## src/rtl/cksel_pkg.sv

```systemverilog
package cksel_pkg;
  localparam int CTRL_W      = 32;
  localparam int CNT_W       = 6;
  localparam int RAT_W       = CNT_W + 1;
  localparam int SRC_W       = 2;
  localparam int BIT_PLL     = 11;
  localparam int BIT_PATH    = 10;
  localparam int BIT_DYN     = 26;
  localparam int SRC_LSB     = 0;
  localparam int POST_BIT    = 2;
  localparam int CNT_LSB     = 4;
  localparam int PATH_STRIDE = 16;
  localparam int NUM_PATHS   = 2;

  typedef enum logic [1:0] {
    SEL_P0  = 2'd0,
    SEL_P1  = 2'd1,
    SEL_PLL = 2'd2
  } drv_e;

  typedef enum logic [1:0] {
    SW_RUN  = 2'd0,
    SW_SYNC = 2'd1,
    SW_ARM  = 2'd2
  } sw_e;
endpackage

```

## src/rtl/cksel_path.sv

```systemverilog
module cksel_path #(
  parameter int CNT_W = 6,
  localparam int RAT_W = CNT_W + 1
) (
  input  logic             clk_i,
  input  logic             rst_ni,
  input  logic [1:0]       src_sel_i,
  input  logic             post_en_i,
  input  logic [CNT_W-1:0] cnt_i,
  input  logic             cnt_take_i,
  input  logic             selected_i,
  input  logic             xtal_i,
  input  logic             fdiv2_i,
  input  logic             fdiv3_i,
  output logic             clk_o,
  output logic [RAT_W-1:0] ratio_o
);
  logic             src, src_q, rise, tc, wrap, byp, div_q;
  logic [CNT_W-1:0] pend_q, act_q, pos_q, pos_nxt;
  logic [RAT_W-1:0] rat, half;

  always_comb begin
    case (src_sel_i)
      2'd0:    src = xtal_i;
      2'd1:    src = fdiv2_i;
      2'd2:    src = fdiv3_i;
      default: src = 1'b0;
    endcase
  end

  assign rise    = src & ~src_q;
  assign tc      = pos_q >= act_q;
  assign wrap    = rise & tc;
  assign pos_nxt = tc ? '0 : pos_q + 1'b1;
  assign rat     = {1'b0, act_q} + 1'b1;
  assign half    = (rat + 1'b1) >> 1;
  assign byp     = ~post_en_i | (act_q == '0);

  // pending count: captured from the control word when the take strobe allows
  always_ff @(posedge clk_i or negedge rst_ni) begin
    if (!rst_ni) pend_q <= '0;
    else if (cnt_take_i) pend_q <= cnt_i;
  end

  // active count: free to change when idle, otherwise only at wrap
  always_ff @(posedge clk_i or negedge rst_ni) begin
    if (!rst_ni) act_q <= '0;
    else if (!selected_i || wrap) act_q <= pend_q;
  end

  always_ff @(posedge clk_i or negedge rst_ni) begin
    if (!rst_ni) begin
      src_q <= 1'b0;
      pos_q <= '0;
      div_q <= 1'b0;
    end else begin
      src_q <= src;
      if (rise) begin
        pos_q <= pos_nxt;
        div_q <= ({1'b0, pos_nxt} < half);
      end
    end
  end

  assign clk_o   = (src_sel_i == 2'd3) ? 1'b0 : (byp ? src_q : div_q);
  assign ratio_o = byp ? RAT_W'(1) : rat;

  AST_DIV_STEADY: assert property (@(posedge clk_i) disable iff (!rst_ni)
    !rise |=> $stable(div_q));

  AST_SEL_COUNT_HELD: assert property (@(posedge clk_i) disable iff (!rst_ni)
    (selected_i && !wrap) |=> $stable(act_q));
endmodule

```

## src/rtl/cksel_switch.sv

```systemverilog
module cksel_switch
  import cksel_pkg::*;
#(
  parameter int SYNC_STAGES = 2,
  localparam int SC_W = $clog2(SYNC_STAGES + 1)
) (
  input  logic       clk_i,
  input  logic       rst_ni,
  input  drv_e       req_i,
  input  logic [2:0] src_i,
  output drv_e       cur_o,
  output logic       clk_o
);
  sw_e             st_q;
  drv_e            cur_q, tgt_q;
  logic [SC_W-1:0] sc_q;
  logic            clk_q, cur_lvl, tgt_lvl;

  function automatic logic pick(logic [2:0] v, drv_e s);
    case (s)
      SEL_P0:  return v[0];
      SEL_P1:  return v[1];
      default: return v[2];
    endcase
  endfunction

  assign cur_lvl = pick(src_i, cur_q);
  assign tgt_lvl = pick(src_i, tgt_q);

  always_ff @(posedge clk_i or negedge rst_ni) begin
    if (!rst_ni) begin
      st_q  <= SW_RUN;
      cur_q <= SEL_P0;
      tgt_q <= SEL_P0;
      sc_q  <= '0;
      clk_q <= 1'b0;
    end else begin
      clk_q <= (st_q == SW_RUN) & cur_lvl;
      case (st_q)
        SW_RUN: begin
          // leave only while the old source is low
          if (req_i != cur_q && !cur_lvl) begin
            st_q  <= SW_SYNC;
            tgt_q <= req_i;
            sc_q  <= '0;
          end
        end
        SW_SYNC: begin
          if (sc_q == SC_W'(SYNC_STAGES - 1)) st_q <= SW_ARM;
          else sc_q <= sc_q + 1'b1;
        end
        SW_ARM: begin
          // enter only after the new source was seen low
          if (!tgt_lvl) begin
            st_q  <= SW_RUN;
            cur_q <= tgt_q;
          end
        end
        default: st_q <= SW_RUN;
      endcase
    end
  end

  assign cur_o = cur_q;
  assign clk_o = clk_q;

  AST_GATED_DURING_SWITCH: assert property (@(posedge clk_i) disable iff (!rst_ni)
    (st_q != SW_RUN) |=> !clk_q);

  AST_HOLD_WHILE_HIGH: assert property (@(posedge clk_i) disable iff (!rst_ni)
    (st_q == SW_RUN && cur_lvl) |=> (st_q == SW_RUN && cur_q == $past(cur_q)));
endmodule

```

## src/rtl/cpu_clk_sel.sv

```systemverilog
module cpu_clk_sel
  import cksel_pkg::*;
#(
  parameter int SYNC_STAGES = 2
) (
  input  logic              clk_i,
  input  logic              rst_ni,
  input  logic [CTRL_W-1:0] ctrl_i,
  input  logic              xtal_i,
  input  logic              fdiv2_i,
  input  logic              fdiv3_i,
  input  logic              pll_i,
  output logic              clk_o,
  output logic [RAT_W-1:0]  ratio_o
);
  logic             dyn_q, take, pll_q, ctrl_unused;
  drv_e             req, cur;
  logic [NUM_PATHS-1:0] path_clk;
  logic [RAT_W-1:0] path_rat [NUM_PATHS];

  assign ctrl_unused = ^{ctrl_i[31:27], ctrl_i[19], ctrl_i[15:12], ctrl_i[3]};

  // take window covers the strobe cycle and the one after it
  assign take = ctrl_i[BIT_DYN] | dyn_q;

  always_comb begin
    if (ctrl_i[BIT_PLL])       req = SEL_PLL;
    else if (ctrl_i[BIT_PATH]) req = SEL_P1;
    else                       req = SEL_P0;
  end

  always_ff @(posedge clk_i or negedge rst_ni) begin
    if (!rst_ni) begin
      dyn_q <= 1'b0;
      pll_q <= 1'b0;
    end else begin
      dyn_q <= ctrl_i[BIT_DYN];
      pll_q <= pll_i;
    end
  end

  for (genvar g = 0; g < NUM_PATHS; g++) begin : g_path
    localparam int BASE = g * PATH_STRIDE;
    cksel_path #(.CNT_W(CNT_W)) u_path (
      .clk_i      (clk_i),
      .rst_ni     (rst_ni),
      .src_sel_i  (ctrl_i[BASE+SRC_LSB +: SRC_W]),
      .post_en_i  (ctrl_i[BASE+POST_BIT]),
      .cnt_i      (ctrl_i[BASE+CNT_LSB +: CNT_W]),
      .cnt_take_i (take),
      .selected_i (cur == drv_e'(g)),
      .xtal_i     (xtal_i),
      .fdiv2_i    (fdiv2_i),
      .fdiv3_i    (fdiv3_i),
      .clk_o      (path_clk[g]),
      .ratio_o    (path_rat[g])
    );
  end

  cksel_switch #(.SYNC_STAGES(SYNC_STAGES)) u_switch (
    .clk_i  (clk_i),
    .rst_ni (rst_ni),
    .req_i  (req),
    .src_i  ({pll_q, path_clk}),
    .cur_o  (cur),
    .clk_o  (clk_o)
  );

  always_comb begin
    case (cur)
      SEL_P0:  ratio_o = path_rat[0];
      SEL_P1:  ratio_o = path_rat[1];
      default: ratio_o = RAT_W'(1);
    endcase
  end
endmodule

```

## config.mk

```make
export PLATFORM = sky130hd
export DESIGN_NAME = cpu_clk_sel
export DESIGN_NICKNAME = d
export VERILOG_FILES = /design/src/rtl/cksel_pkg.sv /design/src/rtl/cksel_path.sv /design/src/rtl/cksel_switch.sv /design/src/rtl/cpu_clk_sel.sv
export SDC_FILE = /design/constraint.sdc
export NUM_CORES = 1
export LEC_CHECK = 0
export BUFFER_PORTS_ARGS = -buffer_cell sky130_fd_sc_hd__buf_4
export CORE_MARGIN = 3
export CORE_UTILIZATION = 49
export CTS_BUF_LIST = sky130_fd_sc_hd__clkbuf_16
export CTS_CLUSTER_DIAMETER = 30
export DETAILED_ROUTE_END_ITERATION = 8
export HOLD_SLACK_MARGIN = 0.06
export PLACE_DENSITY = 0.7
export SLEW_MARGIN = 25
export SYNTH_ARGS = -nofsm -noshare
export SYNTH_HDL_FRONTEND = slang
export SYNTH_SLANG_ARGS = --single-unit
```

## constraint.sdc

```tcl
create_clock -name clk_i -period 3.98 [get_ports clk_i]
set_input_delay 0.199 -clock clk_i [delete_from_list [all_inputs] [get_ports clk_i]]
set_output_delay 0.199 -clock clk_i [all_outputs]
set_load 0.05 [all_outputs]
```

==> results by group <==
Pwr
  – VDD IR max: 284 uV
  – Pleak: 1.83 nW
  – Cell Pwr Density: 584 mW/mm2
  – Total power: 2.27 mW

Critical path
  – Worst endpoint required time: 4.13 ns
  – Critical path arrival: 2.96 ns
  – CP startpoint kind: flip-flop
  – Critical Path Fanout Max: 13
  – Critical path capture point type: flip-flop
  – Setup CP Type: flip-flop to flip-flop
  – Reg2reg path depth: 11
  – R2R setup slack: 1.16 ns

Drt
  – Drt first pass iters: 5
  – Wire per inst: 15.5 um
  – Antenna viol nets, final: 0
  – Post-Route WL: 7.23 mm
  – 1st-iter DRT viols: 127
  – # DRC: 0
  – Vias: 2663
  – Vias per Instance: 5.71

Min path
  – Worst hold stages: 2
  – Worst Hold Class: input port to flip-flop

Finish
  – Area delta synth->final: 15.3%
  – # diodes: 0
  – FILL cells: 567
  – Utilization after layout: 60.0%
  – Layout Nets: 460
  – Layout cells sized above 1: 21.6%

Yosys
  – Top-count cell post-synth: dfrtp_1
  – EDFF count, synth: 0
  – Synth area leader: dfrtp_1
  – Commonest cells post-synth: dfrtp_1, nand2_1, ha_1
  – Post-synth cell types: 52
  – Total number of yosys warnings: 0
  – Synth top area share: 37.8%
  – Mapped Area: 0.00338 mm2
  – Mapped Cells: 352
  – Ys flop type: dfrtp_1
  – Register area share after synthesis: 37.8%
  – Syn_nets: 423
  – Ranking of synthesized cells by area: dfrtp_1, ha_1, mux2_2, o21ai_0, xnor2_1
  – Synth Area per Inst: 9.59 um2
  – FFs w/ async S/R, synth: 100%
  – Seq cells post-synth: 51

Timing
  – Final period util: 70.8%
  – # setup viols final: 0
  – RSZ-0062 raised after global routing: false
  – Slew HR: 52.6%
  – Fmax: 355 MHz
  – Least-Margin Pin Slew: 0.710 ns
  – Final hold slack: 0.135 ns
  – Min Tclk post-route: 2.82 ns
  – Post-route setup TNS: 0 ns
  – Final Hold Viols: 0
  – Final Max Tran Viols: 0
  – Post-Route Skew: 0.00534 ns

Floorplanning
  – Core area: 0.00649 mm2
  – Die ar.: 0.00792 mm2
  – Starting density of the core: 52.0%
  – Die Span X: 89.0 um
  – IO Pins: 46
  – Chip height: 89.0 um
  – Std-Cell Rows: 29

Placement
  – GPL Wtd Cong: 0.839
  – IO buf count: 34
  – Post-DP HPWL: 5.42 mm

Clock network
  – CTS tree: done
  – CTS H-tree depth: 2
  – CTS Buf Count: 5
  – Cts repair resizes: 0
  – Worst skew pair latency: 0.29 ns
  – Longest Clk Path Bufs: 2
  – Root buffer cell: clkbuf_16
  – Post-CTS Setup Inserts: 0
  – Clock sinks: 51
  – Worst-path clk slew: 0.07 ns
  – Hold-fix buffers, CTS: 3

Global routing
  – GRT Overall Usage: 19.5%
  – Initial antenna violation count: 0
  – Grt ovf: 0
  – Vias in the first global route: 2621
  – First-pass GRT wire length: 11.9 mm
  – Largest net degree at the start of global routing: 52

Flow run
  – Max_cap viols: 0

Outcome
  – Status: complete, no violations
==> layout make-up <==
class	count	area, um2	share of cell area, %
multi-input cells	271	1980	50.9
flip-flops and latches	51	1280	32.8
repair buffers	39	300	7.71
clock buffers	5	125	3.21
well taps	77	96.3	2.47
inverters	21	78.8	2.02
clock inverters	2	37.5	0.964
==> power by group <==
| part | switching (mW) | internal, mW | leakage (nW) |
|---|---|---|---|
| Clock | 0.186 | 0.293 | 0.0759 |
| Combinational | 0.529 | 0.457 | 1.14 |
| Sequential | 0.160 | 0.647 | 0.611 |
| Total | 0.875 | 1.40 | 1.83 |
==> state kept, by name, indices dropped and copies added, names as in the netlist <==
| signal | flops |
|---|---|
| g_path.u_path.pend_q | 12 |
| u_switch.tgt_q | 2 |
| g_path.u_path.div_q | 2 |
| u_switch.sc_q | 2 |
| u_switch.cur_o | 2 |
| pll_q | 1 |
| u_switch.st_q | 2 |
| g_path.u_path.act_q | 12 |
| g_path.u_path.src_q | 2 |
| g_path.u_path.pos_q | 12 |
| dyn_q | 1 |
| u_switch.clk_o | 1 |
==> per-stage QoR <==
stage | cells | setup WS [ns] | instance area (um2)
3_3_place_gp | 456 | 1.24 | 3700
5_1_grt | 466 | 0.982 | 3890
4_1_cts | 466 | 1.14 | 3890
3_5_place_dp | 456 | 1.21 | 3700
2_1_floorplan | 352 | 1.09 | 3380
6_report | 466 | 1.16 | 3890
==> worst max-delay path, cell delays in order, from the launching register on <==
cell and delay (ns):
dfrtp_1 0.50, ha_1 0.29, nand2b_1 0.14, a21o_1 0.17, a21oi_1 0.13, o21ai_0 0.10
buf_4 0.18, a21oi_1 0.15, ha_1 0.26, a2111oi_0 0.44, o211ai_1 0.17, o311ai_0 0.16
==> routing by layer <==
metal  vias up  track usage (%)  share of wire [%]
li1       1329                -                  -
met2        63             33.3                 47
met1      1261             25.2                 46
met5         -                0                  0
met3        10             3.50                4.9
met4         0             6.22                1.4
==> worst paths after layout <==
kind / startpoint / end
max: g_path[1].u_path.act_q[0] / g_path[1].u_path.div_q
min: ctrl_i[8] / g_path[0].u_path.pend_q[4]
max reg2reg: g_path[1].u_path.act_q[0] / g_path[1].u_path.div_q
min reg2reg: g_path[0].u_path.pend_q[2] / g_path[0].u_path.act_q[2]
max in group asynchronous: rst_ni / g_path[1].u_path.pos_q[5]
min in group asynchronous: rst_ni / g_path[1].u_path.pend_q[3]
==> layout by cell type, fill, tap and decap left out, types with 4 or more instances in the layout <==
cell	n
a21o_1	4
a21oi_1	17
and3_1	4
buf_4	36
clkbuf_16	5
dfrtp_1	51
ha_1	33
inv_1	21
mux2_2	22
mux2i_1	4
nand2_1	34
nand2b_1	7
nand3_1	11
nand4_1	4
nor2_1	20
nor2b_1	6
o21ai_0	29
o22ai_1	5
xnor2_1	16
xor2_1	5
==> cell families after synthesis <==
| kind of cell | count (synthesis) | synth area share, % |
|---|---|---|
| AO/OA/AOI/OAI | 86 | 16.5 |
| adder cells (fa/ha/maj) | 33 | 12.2 |
| buffers and inverters | 30 | 3.63 |
| multiplexers | 28 | 9.41 |
| flip-flops | 51 | 37.8 |
| AND/OR/NAND/NOR | 103 | 15.0 |
| XOR/XNOR | 21 | 5.45 |
No activity file was read; power rests on OpenSTA's default activity.
